$ cat src/rtl/pxser_pkg.sv
package pxser_pkg;

  localparam int BYTE_W  = 8;
  localparam int LPIX_W  = 4;
  localparam int RGB_W   = 3;
  localparam int IDX_W   = $clog2(BYTE_W);
  localparam int HOLD_W  = 2;

  // last pixel index for a depth code: 1 bpp -> 7, 2 bpp -> 3, 4 bpp -> 1
  function automatic logic [IDX_W-1:0] last_index(input logic [1:0] dep);
    case (dep)
      2'd0:    last_index = IDX_W'(BYTE_W - 1);
      2'd1:    last_index = IDX_W'(BYTE_W / 2 - 1);
      default: last_index = IDX_W'(BYTE_W / 4 - 1);
    endcase
  endfunction

  // hold time minus one for a scale code: x1 -> 0, x2 -> 1, x4 -> 3
  function automatic logic [HOLD_W-1:0] hold_limit(input logic [1:0] scl);
    case (scl)
      2'd0:    hold_limit = HOLD_W'(0);
      2'd1:    hold_limit = HOLD_W'(1);
      default: hold_limit = HOLD_W'(3);
    endcase
  endfunction

  // gather logical pixel k from interleaved bit positions
  function automatic logic [LPIX_W-1:0] pick_pixel(input logic [BYTE_W-1:0] b,
                                                    input logic [1:0] dep,
                                                    input logic [IDX_W-1:0] k);
    int i;
    i = int'(k);
    case (dep)
      2'd0:    pick_pixel = {3'b000, b[7 - i]};
      2'd1: begin
        i = i % 4;
        pick_pixel = {2'b00, b[7 - i], b[3 - i]};
      end
      default: begin
        i = i % 2;
        pick_pixel = {b[7 - i], b[5 - i], b[3 - i], b[1 - i]};
      end
    endcase
  endfunction

  // fixed palette: colour c maps to c mod 8, bit0 red, bit1 green, bit2 blue
  function automatic logic [RGB_W-1:0] palette_rgb(input logic [LPIX_W-1:0] c);
    palette_rgb = c[RGB_W-1:0];
  endfunction

endpackage

$ cat src/rtl/pxser_slot_timer.sv
module pxser_slot_timer #(
  parameter int SLOT_LEN = 8,
  localparam int PH_W = (SLOT_LEN > 1) ? $clog2(SLOT_LEN) : 1
) (
  input  logic            clk,
  input  logic            rst_n,
  output logic [PH_W-1:0] phase,
  output logic            slot_start
);
  logic [PH_W-1:0] phase_q;

  always_ff @(posedge clk or negedge rst_n) begin
    if (!rst_n)                              phase_q <= '0;
    else if (phase_q == PH_W'(SLOT_LEN - 1)) phase_q <= '0;
    else                                     phase_q <= phase_q + 1'b1;
  end

  assign phase      = phase_q;
  assign slot_start = (phase_q == '0);
endmodule

$ cat src/rtl/pxser_byte_latch.sv
module pxser_byte_latch import pxser_pkg::*; (
  input  logic              clk,
  input  logic              rst_n,
  input  logic [BYTE_W-1:0] byte_in,
  input  logic              byte_stb,
  input  logic              take,
  output logic [BYTE_W-1:0] held,
  output logic              pending
);
  logic [BYTE_W-1:0] held_q;
  logic              pend_q;

  always_ff @(posedge clk or negedge rst_n) begin
    if (!rst_n) begin
      held_q <= '0;
      pend_q <= 1'b0;
    end else if (byte_stb) begin
      held_q <= byte_in;
      pend_q <= 1'b1;
    end else if (take) begin
      pend_q <= 1'b0;
    end
  end

  assign held    = held_q;
  assign pending = pend_q;
endmodule

$ cat src/rtl/pxser_shifter.sv
module pxser_shifter import pxser_pkg::*; (
  input  logic              clk,
  input  logic              rst_n,
  input  logic              load,
  input  logic [BYTE_W-1:0] byte_in,
  input  logic [1:0]        dep,
  input  logic [1:0]        scl,
  input  logic              blank,
  output logic              active,
  output logic [RGB_W-1:0]  rgb,
  output logic              pix_adv,
  output logic              last_done,
  output logic [IDX_W-1:0]  idx,
  output logic [HOLD_W-1:0] rep,
  output logic [HOLD_W-1:0] hold_lim
);
  logic [BYTE_W-1:0] buf_q;
  logic [1:0]        dep_q;
  logic [HOLD_W-1:0] hold_q, rep_q;
  logic [IDX_W-1:0]  last_q, idx_q;
  logic              active_q;
  logic              running;

  assign running   = active_q && !blank;
  assign pix_adv   = running && (rep_q == hold_q);
  assign last_done = pix_adv && (idx_q == last_q);

  always_ff @(posedge clk or negedge rst_n) begin
    if (!rst_n) begin
      buf_q    <= '0;
      dep_q    <= '0;
      hold_q   <= '0;
      last_q   <= '0;
      idx_q    <= '0;
      rep_q    <= '0;
      active_q <= 1'b0;
    end else if (load) begin
      buf_q    <= byte_in;
      dep_q    <= dep;
      hold_q   <= hold_limit(scl);
      last_q   <= last_index(dep);
      idx_q    <= '0;
      rep_q    <= '0;
      active_q <= 1'b1;
    end else if (running) begin
      if (pix_adv) begin
        rep_q <= '0;
        if (last_done) active_q <= 1'b0;
        else           idx_q    <= idx_q + 1'b1;
      end else begin
        rep_q <= rep_q + 1'b1;
      end
    end
  end

  always_comb begin
    if (running) rgb = palette_rgb(pick_pixel(buf_q, dep_q, idx_q));
    else         rgb = '0;
  end

  assign active   = active_q;
  assign idx      = idx_q;
  assign rep      = rep_q;
  assign hold_lim = hold_q;
endmodule

$ cat src/rtl/planar_pixel_serializer.sv
module planar_pixel_serializer import pxser_pkg::*; #(
  parameter int SLOT_LEN = 8
) (
  input  logic             clk,
  input  logic             rst_n,
  input  logic [1:0]       depth_sel,
  input  logic [1:0]       scale_sel,
  input  logic [7:0]       pix_byte,
  input  logic             byte_stb,
  input  logic             blank,
  output logic [2:0]       rgb
);
  localparam int PH_W = (SLOT_LEN > 1) ? $clog2(SLOT_LEN) : 1;

  logic [PH_W-1:0]   phase;
  logic              slot_start;
  logic [BYTE_W-1:0] held;
  logic              pend;
  logic              active;
  logic              load_evt;
  logic              pix_adv;
  logic              last_done;
  logic [IDX_W-1:0]  idx;
  logic [HOLD_W-1:0] rep;
  logic [HOLD_W-1:0] hold_lim;

  assign load_evt = slot_start && pend && !active;

  pxser_slot_timer #(.SLOT_LEN(SLOT_LEN)) u_timer (
    .clk(clk), .rst_n(rst_n), .phase(phase), .slot_start(slot_start)
  );

  pxser_byte_latch u_latch (
    .clk(clk), .rst_n(rst_n), .byte_in(pix_byte), .byte_stb(byte_stb),
    .take(load_evt), .held(held), .pending(pend)
  );

  pxser_shifter u_shift (
    .clk(clk), .rst_n(rst_n), .load(load_evt), .byte_in(held),
    .dep(depth_sel), .scl(scale_sel), .blank(blank),
    .active(active), .rgb(rgb), .pix_adv(pix_adv), .last_done(last_done),
    .idx(idx), .rep(rep), .hold_lim(hold_lim)
  );
endmodule

$ cat config.mk
export PLATFORM = sky130hd
export DESIGN_NAME = planar_pixel_serializer
export DESIGN_NICKNAME = d
export VERILOG_FILES = /design/src/rtl/pxser_pkg.sv /design/src/rtl/pxser_slot_timer.sv /design/src/rtl/pxser_byte_latch.sv /design/src/rtl/pxser_shifter.sv /design/src/rtl/planar_pixel_serializer.sv
export SDC_FILE = /design/constraint.sdc
export NUM_CORES = 1
export LEC_CHECK = 0
export ABC_AREA = 1
export BUFFER_PORTS_ARGS = -buffer_cell sky130_fd_sc_hd__buf_4
export CORE_ASPECT_RATIO = 0.75
export CORE_UTILIZATION = 35
export DETAILED_ROUTE_END_ITERATION = 16
export PLACE_DENSITY_LB_ADDON = 0.08
export SLEW_MARGIN = 20
export SYNTH_ARGS = -nofsm -noshare
export SYNTH_HDL_FRONTEND = slang
export SYNTH_SLANG_ARGS = --single-unit
$ cat constraint.sdc
create_clock -name clk -period 1.4 [get_ports clk]
set_input_delay 0.28 -clock clk [delete_from_list [all_inputs] [get_ports clk]]
set_output_delay 0.28 -clock clk [all_outputs]
set_load 0.01 [all_outputs]
Word level (Yosys, flattened, before mapping)
Index checks and enable logic that the tools add are counted.
{"block": "classes", "reduce_logical": 17, "eq_ne": 7, "magnitude_cmp": 6, "addsub": 9, "n_mux": 36}
{"cell": "< comparator 32 x 5 -> 1 bit, second input constant", "n": 6}
{"cell": "binary-select mux 1 bit (select 3 bit)", "n": 6}
{"cell": "two-way mux 1 bit", "n": 18}
{"cell": "two-way mux 3 bit", "n": 6}
{"cell": "case mux 3 bit (2 select lines)", "n": 2}
{"cell": "nonzero test 2 bit", "n": 4}
{"cell": "adder 3 x 1 -> 3 bit, second input constant", "n": 2}
{"cell": "== test 2 x 1 -> 1 bit, second input constant", "n": 3}
{"cell": "zero test 2 bit", "n": 3}
{"cell": "two-way mux 2 bit", "n": 3}
{"cell": "AND reduction 3 bit", "n": 2}
{"cell": "logical AND 1 bit", "n": 5}
{"cell": "case mux 2 bit (2 select lines)", "n": 1}
{"cell": "subtractor 3 x 1 -> 4 bit, first input constant", "n": 1}
{"cell": "subtractor 3 x 2 -> 4 bit, first input constant", "n": 1}
{"cell": "subtractor 3 x 3 -> 4 bit, first input constant", "n": 1}
{"cell": "== test 3 bit", "n": 1}
{"cell": "== test 3 bit, second input constant", "n": 1}
{"cell": "zero test 3 bit", "n": 1}
{"cell": "subtractor 2 x 1 -> 3 bit, first input constant", "n": 1}
{"cell": "subtractor 2 x 2 -> 3 bit, first input constant", "n": 1}
{"cell": "adder 2 x 1 -> 2 bit, second input constant", "n": 1}
{"cell": "== test 2 bit", "n": 1}
{"cell": "zero test 1 bit", "n": 2}
{"cell": "2 further kinds", "n": 2}
{"block": "word_totals", "ff_bits": 33, "elab_cells": 85}

Depth between registers and ports, before layout
Gate-level depths: netlist (run 1).
{"block": "logic_depth", "depth_word": 8, "mapped_depth": 8, "ltp_nobuf": 7}

Modules after synthesis
Synthesis (run 1) repeated with hierarchy kept, for this count alone.
{"block": "unflattened", "cells_unflattened": 199, "area_unflattened_um2": 1645.3}
{"mod": "pxser_shifter", "cells_each": 146, "seq_area_each_um2": 525.5, "area_per_inst_um2": 1154.9, "n_inst": 1}
{"mod": "pxser_byte_latch", "cells_each": 38, "seq_area_each_um2": 225.2, "area_per_inst_um2": 341.6, "n_inst": 1}
{"mod": "pxser_slot_timer", "cells_each": 13, "seq_area_each_um2": 75.1, "area_per_inst_um2": 138.9, "n_inst": 1}
{"mod": "planar_pixel_serializer", "cells_each": 2, "seq_area_each_um2": 0.0, "area_per_inst_um2": 10.0, "n_inst": 1}

Worst setup path before layout (run 1)
No wires, ideal clock.
{"block": "synth_timing", "path_kind": "register to output", "startpoint": "register u_shift.idx_q[0] (netlist: u_shift.idx[0])", "endpoint": "output rgb[1]", "n_path_buf": 1, "arrival_ns": 1.043, "slack_ns": 0.077, "stages_incl_launch_ff": 7, "cell_sequence": "dfrtp_1 buf_6 inv_1 nand2_1 nand3_1 nand4_1 a21oi_1"}
{"block": "synth_via", "elab_chain_cells": 6, "elab_cells_between_ends": 10, "classes_between": "add/sub (2); mux (8)"}
{"element": "start: declaration", "line": "pxser_shifter.sv:20", "source": "logic [IDX_W-1:0] last_q, idx_q;"}
{"element": "start signal: assignment", "line": "pxser_shifter.sv:49", "source": "else idx_q <= idx_q + 1'b1;"}
{"element": "subtractor 3 x 2 -> 4 bit / subtractor 2 x 1 -> 3 bit (equally long branches)", "line": "pxser_pkg.sv:37, pxser_pkg.sv:41"}
{"element": "binary-select mux 1 bit (select 3 bit), on equally long branches", "line": "pxser_pkg.sv:37, pxser_pkg.sv:41"}
{"element": "two-way mux 1 bit, on equally long branches (2 in series)", "line": "pxser_pkg.sv:37, pxser_pkg.sv:41"}
{"element": "case mux 3 bit (2 select lines) (*)", "line": "pxser_pkg.sv:33", "source": "case (dep)"}
{"element": "two-way mux 3 bit (*)", "line": "pxser_shifter.sv:57", "source": "if (running) rgb = palette_rgb(pick_pixel(buf_q, dep_q, idx_q));"}
{"element": "end: declaration", "line": "planar_pixel_serializer.sv:11", "source": "output logic [2:0] rgb"}
Every way passes the cells marked *; elsewhere a longest branch is shown, timed or not. The select of a mux whose other input is x is not followed.

Worst setup path after layout (run 1)
Same ends and word-level chain as after synthesis.

==> flow_summary.yaml, run 1 <==
global_routing:
  globalRoute.totalOverflow: 0
  grt_antenna_before_repair: 0
  grt_use_total: 0.151
  grt_pass1_vias: 1099
  pin_count_of_the_biggest_net_entering_global_routing: 34
  grt_pass1_wl_um: 5270
detailed_routing:
  routed-via-count: 1198
  drt.antenna.violating_nets: 0
  first_iter_violations: 58
  drtPass1Iterations: 4
  totalWireLength_um: 3100
  route.detailed.drc: 0
  via_per_inst: 4.61
  drt-wirelength-per-cell_um: 11.9
sta:
  fin_setup_tns_ns: -0.524
  skew_ns: 0.00361
  period_minus_slack_ns: 1.60
  slew_headroom: 0.711
  worst-slew-pin-transition_ns: 0.434
  timing_max_transition_violations_final: 0
  fmax_mhz: 625
  report.final.setup_viol: 3
  rsz0062_at_grt: "yes"
  final.setup.worst_slack_ns: -0.199
  finalHoldViolations: 0
  final.period_utilization: 1.14
power_and_ir_drop:
  p_total_mw: 3.43
  power-per-cell-area_nw_per_um2: 1750
  power.leakage_nw: 1.01
  peakVddDrop_mv: 0.720
cells_and_area:
  final_common_cell: "sky130_fd_sc_hd__nand2_1"
  layout_common_cells: "43 x sky130_fd_sc_hd__nand2_1, 31 x sky130_fd_sc_hd__dfrtp_1, 24 x sky130_fd_sc_hd__buf_4"
  area_growth_pct: 23.0
  design.final.nets: 224
  drive_above_1_share: 0.288
  layout.cells.non_filler: 260
  postLayoutCellArea_um2: 1960
  n_antenna_cell: 0
logic_synthesis:
  synthesis.instances: 176
  synth_sequential_area_ratio: 0.518
  synth-seq-cells: 33
  post-synth-top-area-fraction: 0.518
  synth.cell_area_um2: 1600
  synth.net_count: 196
  netlist.top_cell.by_area: "sky130_fd_sc_hd__dfrtp_1"
  synth_area_leaders: "sky130_fd_sc_hd__dfrtp_1 52%, sky130_fd_sc_hd__nand2_1 11%, sky130_fd_sc_hd__inv_1 5.6%"
  post_synthesis_average_cell_area_um2: 9.06
  synth.lib_cells_used.distinct: 28
  yosys_warnings: 0
clock_network:
  worst_skew_pair.late_latency_ns: 0.28
  clock_sink_count: 33
  cts.clk_slew.worst_paths_ns: 0.07
  htreeDepth: 2
  clock_path_buffers: 2
  ctsRootBufferMaster: "sky130_fd_sc_hd__clkbuf_8"
  tritoncts: "yes"
  cts-buffers-inserted: 5
placed_design:
  dpl.hpwl_um: 2300
  dp.cells: 250
  placer_congestion: 0.854
  place_area_um2: 1800
  io_buffers: 18
  pre_cts_slack_ns: 0.00255
critical_path:
  setup.worst_path.start_class: "register"
  timing.critical_path.slowest_stage_cell: "sky130_fd_sc_hd__dfrtp_2"
  cp_slowest_stage_delay_ns: 0.46
  cp_cell_sequence: "inv_4 > nand2_1 > nand3_2 > nand4_1 > a21oi_2 > buf_4"
  critical_path_peak_fanout: 6
  worstSetupEndpointType: "output pin"
  arrival_ns: 1.32
  cp_data_required_time_ns: 1.12
  timing.setup.critical_path_class: "reg2out"
floorplan:
  boundaryPins: 19
  start_util: 0.379
  num_rows: 20
  die-area_um2: 4830
  dieHeight_um: 60.5
  die-width_um: 80.0
  floorplan.core_area_um2: 4200
outcome:
  outcome: "finished, violations left"
  failed_checks: "negative setup slack"
run:
  timing.max_cap.violations: 0
hold_path:
  hold_path.class: "in2reg"
==> stage by stage <==
step           hold WS [ns]   util
2_1_floorplan       -0.0156      -
3_3_place_gp          0.252  0.428
3_5_place_dp          0.255  0.428
4_1_cts               0.189  0.464
5_1_grt               0.189  0.467
6_report              0.199  0.467
==> cell families (layout without fill, tap and decap cells) <==
logic type | after synthesis | in the layout | synth area share
AOI/OAI and AO/OA | 28 | 28 | 0.114
DFF | 33 | 33 | 0.518
and+or+nand+nor | 78 | 78 | 0.230
buffers and inverters | 30 | 59 | 0.0863
xor gates and xnor gates | 3 | 3 | 0.0212
adders and majority gates | 4 | 4 | 0.0314
==> power by group <==
| group | leakage [nW] | total [mW] | internal, mW | switching [mW] |
|---|---|---|---|---|
| logic | 0.550 | 1.07 | 0.474 | 0.597 |
| clock network | 0.0585 | 0.913 | 0.580 | 0.333 |
| registers | 0.400 | 1.44 | 1.22 | 0.221 |
| total | 1.01 | 3.43 | 2.27 | 1.15 |
==> flip-flops by register name (all words and copies together) (netlist names), 2 cells and up <==
| register | flops |
|---|---|
| u_latch.held | 8 |
| u_shift.buf_q | 8 |
| u_shift.idx | 3 |
| u_shift.last_q | 3 |
| u_timer.phase | 3 |
| u_shift.dep_q | 2 |
| u_shift.hold_lim | 2 |
| u_shift.rep | 2 |
==> worst paths after layout <==
| kind | start | endpoint | slack (ns) | cells past startpoint |
|---|---|---|---|---|
| setup / recovery | u_shift.idx[0] | rgb[1] | -0.20 | 6 |
| hold / removal | depth_sel[1] | u_shift.last_q[2] | 0.20 | 2 |
| setup reg to reg | u_shift.active | u_latch.pending | 0.11 | 5 |
| hold reg to reg | u_timer.phase[0] | u_timer.phase[0] | 0.46 | 1 |
| max in group asynchronous | rst_n | u_shift.idx[1] | 0.58 | 2 |
| min in group asynchronous | rst_n | u_timer.phase[2] | 0.48 | 2 |
==> worst max-delay path, delay by kind of cell, from the launching register on <==
family / cells / cell delay [ns]
DFF: 1 / 0.46
and+or+nand+nor: 3 / 0.24
buffers and inverters: 2 / 0.22
AOI/OAI and AO/OA: 1 / 0.13
==> Yosys cell counts, drive strengths merged <==
| master | number |
|---|---|
| a211oi | 1 |
| a21o | 1 |
| a21oi | 2 |
| and2 | 1 |
| buf | 5 |
| dfrtp | 33 |
| ha | 4 |
| inv | 25 |
| nand2 | 46 |
| nand3 | 18 |
| nand3b | 1 |
| nand4 | 3 |
| nor2 | 7 |
| o21a | 1 |
| o21ai | 21 |
| o21bai | 1 |
| o22ai | 1 |
| or2 | 2 |
| xnor2 | 1 |
| xor2 | 2 |
==> layer usage <==
| layer | vias to the layer above | track usage | routed length [um] |
|---|---|---|---|
| met4 | 0 | 0.0842 | 46 |
| met1 | 556 | 0.207 | 1530 |
| met3 | 5 | 0.0421 | 144 |
| met2 | 19 | 0.216 | 1380 |
| met5 | - | 0 | 0 |
| li1 | 618 | - | - |
==> cell type report <==
class                      instances  area [um^2]
fill                             422         2240
sequential                        33          828
multi-input combinational        113          651
timing repair buffer              26          201
inverter                          25         96.3
clock buffer                       7         86.3
tap                               55         68.8
clock inverter                     1         30.0
==> timing repair <==
action,4_1_cts,5_1_grt
cloned,0,0
pin swaps,2,2
hold buffers,1,0
buffers inserted,1,0
hold endpoints to repair,33,0
resized for setup,7,5
endpoints found under the setup margin,3,8
Note: power is estimated with default switching activity, not from simulation.
==> run 2, diff against run 1 <==
--- a/config.mk
+++ b/config.mk
@@ -9,6 +9,7 @@
 export BUFFER_PORTS_ARGS = -buffer_cell sky130_fd_sc_hd__buf_4
 export CORE_ASPECT_RATIO = 0.75
 export CORE_UTILIZATION = 35
+export CTS_BUF_LIST = sky130_fd_sc_hd__clkbuf_8
 export DETAILED_ROUTE_END_ITERATION = 16
 export PLACE_DENSITY_LB_ADDON = 0.08
 export SLEW_MARGIN = 20
==> flow_summary.yaml, run 2 (synthesized netlist as in run 1, its figures left out) <==
cells_and_area:
  layout_common_cells: "43 x sky130_fd_sc_hd__nand2_1, 31 x sky130_fd_sc_hd__dfrtp_1, 24 x sky130_fd_sc_hd__buf_4"
  fill_cells: 422
  n_antenna_cell: 0
  design.final.nets: 224
  post-route-util: 0.467
  final_common_cell: "sky130_fd_sc_hd__nand2_1"
  drive_above_1_share: 0.288
  postLayoutCellArea_um2: 1960
  area_growth_pct: 23.0
detailed_routing:
  first_iter_violations: 58
  drt.antenna.violating_nets: 0
  totalWireLength_um: 3100
  routed-via-count: 1198
  via_per_inst: 4.61
  drtPass1Iterations: 4
  drt-wirelength-per-cell_um: 11.9
  route.detailed.drc: 0
critical_path:
  arrival_ns: 1.32
  path_buf_inv: 2
  cells_on_worst_reg2reg_path: 5
  rr_endpoint: "u_latch.pending"
  cp_slowest_stage_delay_ns: 0.46
  critical_path.reg2reg.startpoint: "u_shift.active"
  setup.worst_path.start_class: "register"
  timing.critical_path.slowest_stage_cell: "sky130_fd_sc_hd__dfrtp_2"
  cp_data_required_time_ns: 1.12
  worstSetupEndpointType: "output pin"
  timing.setup.critical_path_class: "reg2out"
  path_delay_family: "flip-flops"
  cp_cell_sequence: "inv_4 > nand2_1 > nand3_2 > nand4_1 > a21oi_2 > buf_4"
  critical_path_peak_fanout: 6
  reg2reg_setup_slack_ns: 0.11
power_and_ir_drop:
  power.clock.fraction: 0.265
  p_sw_frac: 0.337
  p_total_mw: 3.42
  power-per-cell-area_nw_per_um2: 1740
  peakVddDrop_mv: 0.720
  power.net_switching_mw: 1.15
  p_comb_frac: 0.314
  sequentialPowerShare: 0.422
  power.leakage_nw: 1.01
  p_int_mw: 2.27
clock_network:
  htreeDepth: 2
  tritoncts: "yes"
  ctsRootBufferMaster: "sky130_fd_sc_hd__clkbuf_8"
  clock_path_buffers: 2
  worst_skew_pair.late_latency_ns: 0.28
  cts-buffers-inserted: 5
  clock_sink_count: 33
  cts.clk_slew.worst_paths_ns: 0.07
global_routing:
  grt_pass1_wl_um: 5270
  grt_pass1_vias: 1099
  grt_use_total: 0.151
  globalRoute.totalOverflow: 0
  grt_antenna_before_repair: 0
  pin_count_of_the_biggest_net_entering_global_routing: 34
outcome:
  outcome: "finished, violations left"
  failed_checks: "negative setup slack"
placed_design:
  place_area_um2: 1800
  placer_congestion: 0.854
  pre_cts_slack_ns: 0.00255
  io_buffers: 18
  dpl.hpwl_um: 2300
floorplan:
  start_util: 0.379
  die-width_um: 80.0
  boundaryPins: 19
  dieHeight_um: 60.5
  die-area_um2: 4830
  floorplan.core_area_um2: 4200
  num_rows: 20
sta:
  worst-slew-pin-transition_ns: 0.434
  final.hold.worst_slack_ns: 0.199
  final.setup.worst_slack_ns: -0.199
  final.period_utilization: 1.14
  fmax_mhz: 625
  report.final.setup_viol: 3
  timing_max_transition_violations_final: 0
  skew_ns: 0.00395
  finalHoldViolations: 0
  period_minus_slack_ns: 1.60
  rsz0062_at_grt: "yes"
  slew_headroom: 0.711
hold_path:
  min_from: "depth_sel[1]"
  hold_path.class: "in2reg"
  whs_endpoint: "u_shift.last_q[2]"
  cell_count_of_the_worst_hold_path: 2
run:
  timing.max_cap.violations: 0
[run 2: stage by stage]
step	instances	TNS [ns]
floorplan	176	0
global placement	250	0
detailed placement	250	0
CTS	260	-0.629
global route	260	-0.829
finish	260	-0.524
[run 2: timing repair]
action / in CTS / in global routing
pin swaps: 2 / 2
setup endpoints to repair: 3 / 8
hold buffers: 1 / 0
hold endpoints to repair: 33 / 0
setup buffers: 1 / 0
gates resized for setup: 7 / 5
[run 2: worst max-delay path by stage]
stage | from | to | cells after the start
6_report | u_shift.idx[0] | rgb[1] | 6
5_1_grt | u_shift.idx[0] | rgb[1] | 6
4_1_cts | u_shift.idx[0] | rgb[1] | 6
3_5_place_dp | u_shift.idx[0] | rgb[1] | 6
3_3_place_gp | u_shift.idx[0] | rgb[1] | 6
2_1_floorplan | u_shift.idx[0] | rgb[1] | 6
[run 2: cell type report]
type,count,area (um^2),share of cell area
inverter,25,96.3,0.0491
clock inverter,2,33.8,0.0172
multi-input combinational,113,651,0.332
clock buffer,6,82.6,0.0421
timing repair buffer,26,201,0.103
sequential,33,828,0.422
tap,55,68.8,0.0351
[run 2: power groups by stage]
| stage | clock (mW) | sequential [mW] | combinational [mW] |
|---|---|---|---|
| 6_report | 0.906 | 1.44 | 1.07 |
| 3_3_place_gp | 0 | 1.44 | 0.994 |
| 5_1_grt | 0.976 | 1.47 | 1.21 |
| 2_1_floorplan | 0 | 1.37 | 0.791 |
| 3_5_place_dp | 0 | 1.44 | 1.03 |
| 4_1_cts | 0.935 | 1.43 | 1.08 |
[run 2: metal layers]
metal	vias to the layer above	GRT usage	wire [um]
met5	-	0	0
met4	0	0.0842	46
met3	5	0.0421	144
met2	19	0.216	1380
met1	556	0.207	1530
li1	618	-	-
[run 2: worst reg2reg max path, stage by stage (launching register included)]
cell and delay (ns):
sky130_fd_sc_hd__dfrtp_1 0.37, sky130_fd_sc_hd__buf_4 0.14, sky130_fd_sc_hd__nor2_1 0.11, sky130_fd_sc_hd__nand3_2 0.18, sky130_fd_sc_hd__buf_6 0.22, sky130_fd_sc_hd__a21o_1 0.16
==> run 3, diff against run 2 <==
--- a/config.mk
+++ b/config.mk
@@ -12,6 +12,7 @@
 export CTS_BUF_LIST = sky130_fd_sc_hd__clkbuf_8
 export DETAILED_ROUTE_END_ITERATION = 16
 export PLACE_DENSITY_LB_ADDON = 0.08
+export REMOVE_ABC_BUFFERS = 1
 export SLEW_MARGIN = 20
 export SYNTH_ARGS = -nofsm -noshare
 export SYNTH_HDL_FRONTEND = slang
==> flow_summary.yaml, run 3 (synthesized netlist as in run 1, its figures left out) <==
critical_path:
  reg2reg_setup_slack_ns: 0.08
  path_delay_family: "flip-flops"
  timing.setup.critical_path_class: "reg2out"
  cp_data_required_time_ns: 1.12
  timing.critical_path.slowest_stage_cell: "sky130_fd_sc_hd__dfrtp_2"
  cp_slowest_stage_delay_ns: 0.46
  cp_cell_sequence: "inv_4 > nand2_2 > nand3_2 > nand3b_1 > nand3_1 > nand2_1 > inv_1 > buf_4"
  arrival_ns: 1.31
  setup.worst_path.start_class: "register"
  worstSetupEndpointType: "output pin"
  critical_path_peak_fanout: 6
  path_buf_inv: 3
detailed_routing:
  drt-wirelength-per-cell_um: 12.8
  drtPass1Iterations: 4
  route.detailed.drc: 0
  first_iter_violations: 69
  routed-via-count: 1247
  drt.antenna.violating_nets: 0
  via_per_inst: 4.78
  totalWireLength_um: 3350
global_routing:
  grt_antenna_before_repair: 0
  grt_pass1_wl_um: 5750
  pin_count_of_the_biggest_net_entering_global_routing: 34
  grt_use_total: 0.162
  grt_pass1_vias: 1241
  globalRoute.totalOverflow: 0
floorplan:
  dieHeight_um: 60.5
  die-width_um: 80.0
  num_rows: 20
  start_util: 0.379
  floorplan.core_area_um2: 4200
  die-area_um2: 4830
  boundaryPins: 19
placed_design:
  placer_congestion: 0.733
  place_area_um2: 1820
  pre_cts_slack_ns: 0.0205
  dpl.hpwl_um: 2450
  io_buffers: 18
cells_and_area:
  final_common_cell: "sky130_fd_sc_hd__nand2_1"
  design.final.nets: 226
  area_growth_pct: 23.2
  drive_above_1_share: 0.301
  layout_common_cells: "41 x sky130_fd_sc_hd__nand2_1, 31 x sky130_fd_sc_hd__dfrtp_1, 26 x sky130_fd_sc_hd__buf_4"
  postLayoutCellArea_um2: 1970
  n_antenna_cell: 0
clock_network:
  clock_sink_count: 33
  cts.clk_slew.worst_paths_ns: 0.07
  worst_skew_pair.late_latency_ns: 0.27
  cts-buffers-inserted: 5
  htreeDepth: 2
  tritoncts: "yes"
  ctsRootBufferMaster: "sky130_fd_sc_hd__clkbuf_8"
  clock_path_buffers: 2
run:
  timing.max_cap.violations: 0
power_and_ir_drop:
  power.leakage_nw: 1.02
  peakVddDrop_mv: 0.706
  power-per-cell-area_nw_per_um2: 1680
sta:
  skew_ns: 0.00480
  worst-slew-pin-transition_ns: 0.440
  timing_max_transition_violations_final: 0
  fmax_mhz: 627
  report.final.setup_viol: 3
  slew_headroom: 0.706
  final.period_utilization: 1.14
  final.setup.worst_slack_ns: -0.194
  rsz0062_at_grt: "yes"
  final.hold.worst_slack_ns: 0.197
  finalHoldViolations: 0
  fin_setup_tns_ns: -0.509
  period_minus_slack_ns: 1.59
hold_path:
  hold_path.class: "in2reg"
outcome:
  outcome: "finished, violations left"
  failed_checks: "negative setup slack"
run 3: cell types whose count changed in the layout (fill, tap and decap cells not counted), moves of 2 or more:
cell,previous run,this run
sky130_fd_sc_hd__buf_4,24,26
sky130_fd_sc_hd__nand2_1,43,41
sky130_fd_sc_hd__nand2_2,3,5
sky130_fd_sc_hd__nand3_1,13,11
run 3: repair_timing:
| action | CTS | global route |
|---|---|---|
| buffers inserted | 1 | 0 |
| endpoints found under the hold margin | 33 | 0 |
| gates resized for setup | 7 | 8 |
| pin swaps | 0 | 3 |
| setup endpoints to repair | 3 | 13 |
| hold buffers | 1 | 0 |
run 3: power breakdown:
| part | switching, mW | internal (mW) | total (mW) |
|---|---|---|---|
| logic | 0.626 | 0.528 | 1.15 |
| registers | 0.228 | 1.22 | 1.45 |
| clock network | 0.323 | 0.383 | 0.706 |
| total | 1.18 | 2.13 | 3.31 |
run 3: worst paths after layout:
path | startpoint | end | cells after the start
hold reg to reg | u_timer.phase[0] | u_timer.phase[0] | 1
setup reg to reg | u_timer.phase[0] | u_shift.last_q[0] | 5
min in group asynchronous | rst_n | u_latch.held[0] | 2
max in group asynchronous | rst_n | u_shift.idx[1] | 2
hold / removal | depth_sel[1] | u_shift.last_q[2] | 2
setup / recovery | u_shift.idx[0] | rgb[0] | 8
run 3: layer usage:
metal / wire, um / vias to the layer above / GRT usage / share of wire
met3: 137 / 4 / 0.0466 / 0.041
met4: 25 / 0 / 0.0587 / 0.0075
li1: - / 620 / - / -
met1: 1560 / 594 / 0.208 / 0.47
met2: 1620 / 29 / 0.265 / 0.48
met5: 0 / - / 0 / 0
run 3: area by class of cell:
type                       instances  area (um^2)
clock inverter                     1         3.75
timing repair buffer              28          216
fill                             424         2240
sequential                        33          828
inverter                          25         96.3
tap                               55         68.8
multi-input combinational        113          669
clock buffer                       6         82.6
run 3: worst reg2reg max path, cell delays in order, from the launching register on:
cell                      delay [ns]
sky130_fd_sc_hd__dfrtp_1        0.37
sky130_fd_sc_hd__inv_1          0.05
sky130_fd_sc_hd__ha_1           0.22
sky130_fd_sc_hd__nand3_4        0.15
sky130_fd_sc_hd__inv_1          0.13
sky130_fd_sc_hd__or2_2          0.28
run 3: through the flow:
stage,power (mW),cells,util
after CTS,3.30,261,0.461
after global routing,3.56,261,0.468
after global placement,2.48,252,0.432
after floorplan,2.13,171,-
after detailed placement,2.52,252,0.432
final,3.31,261,0.468
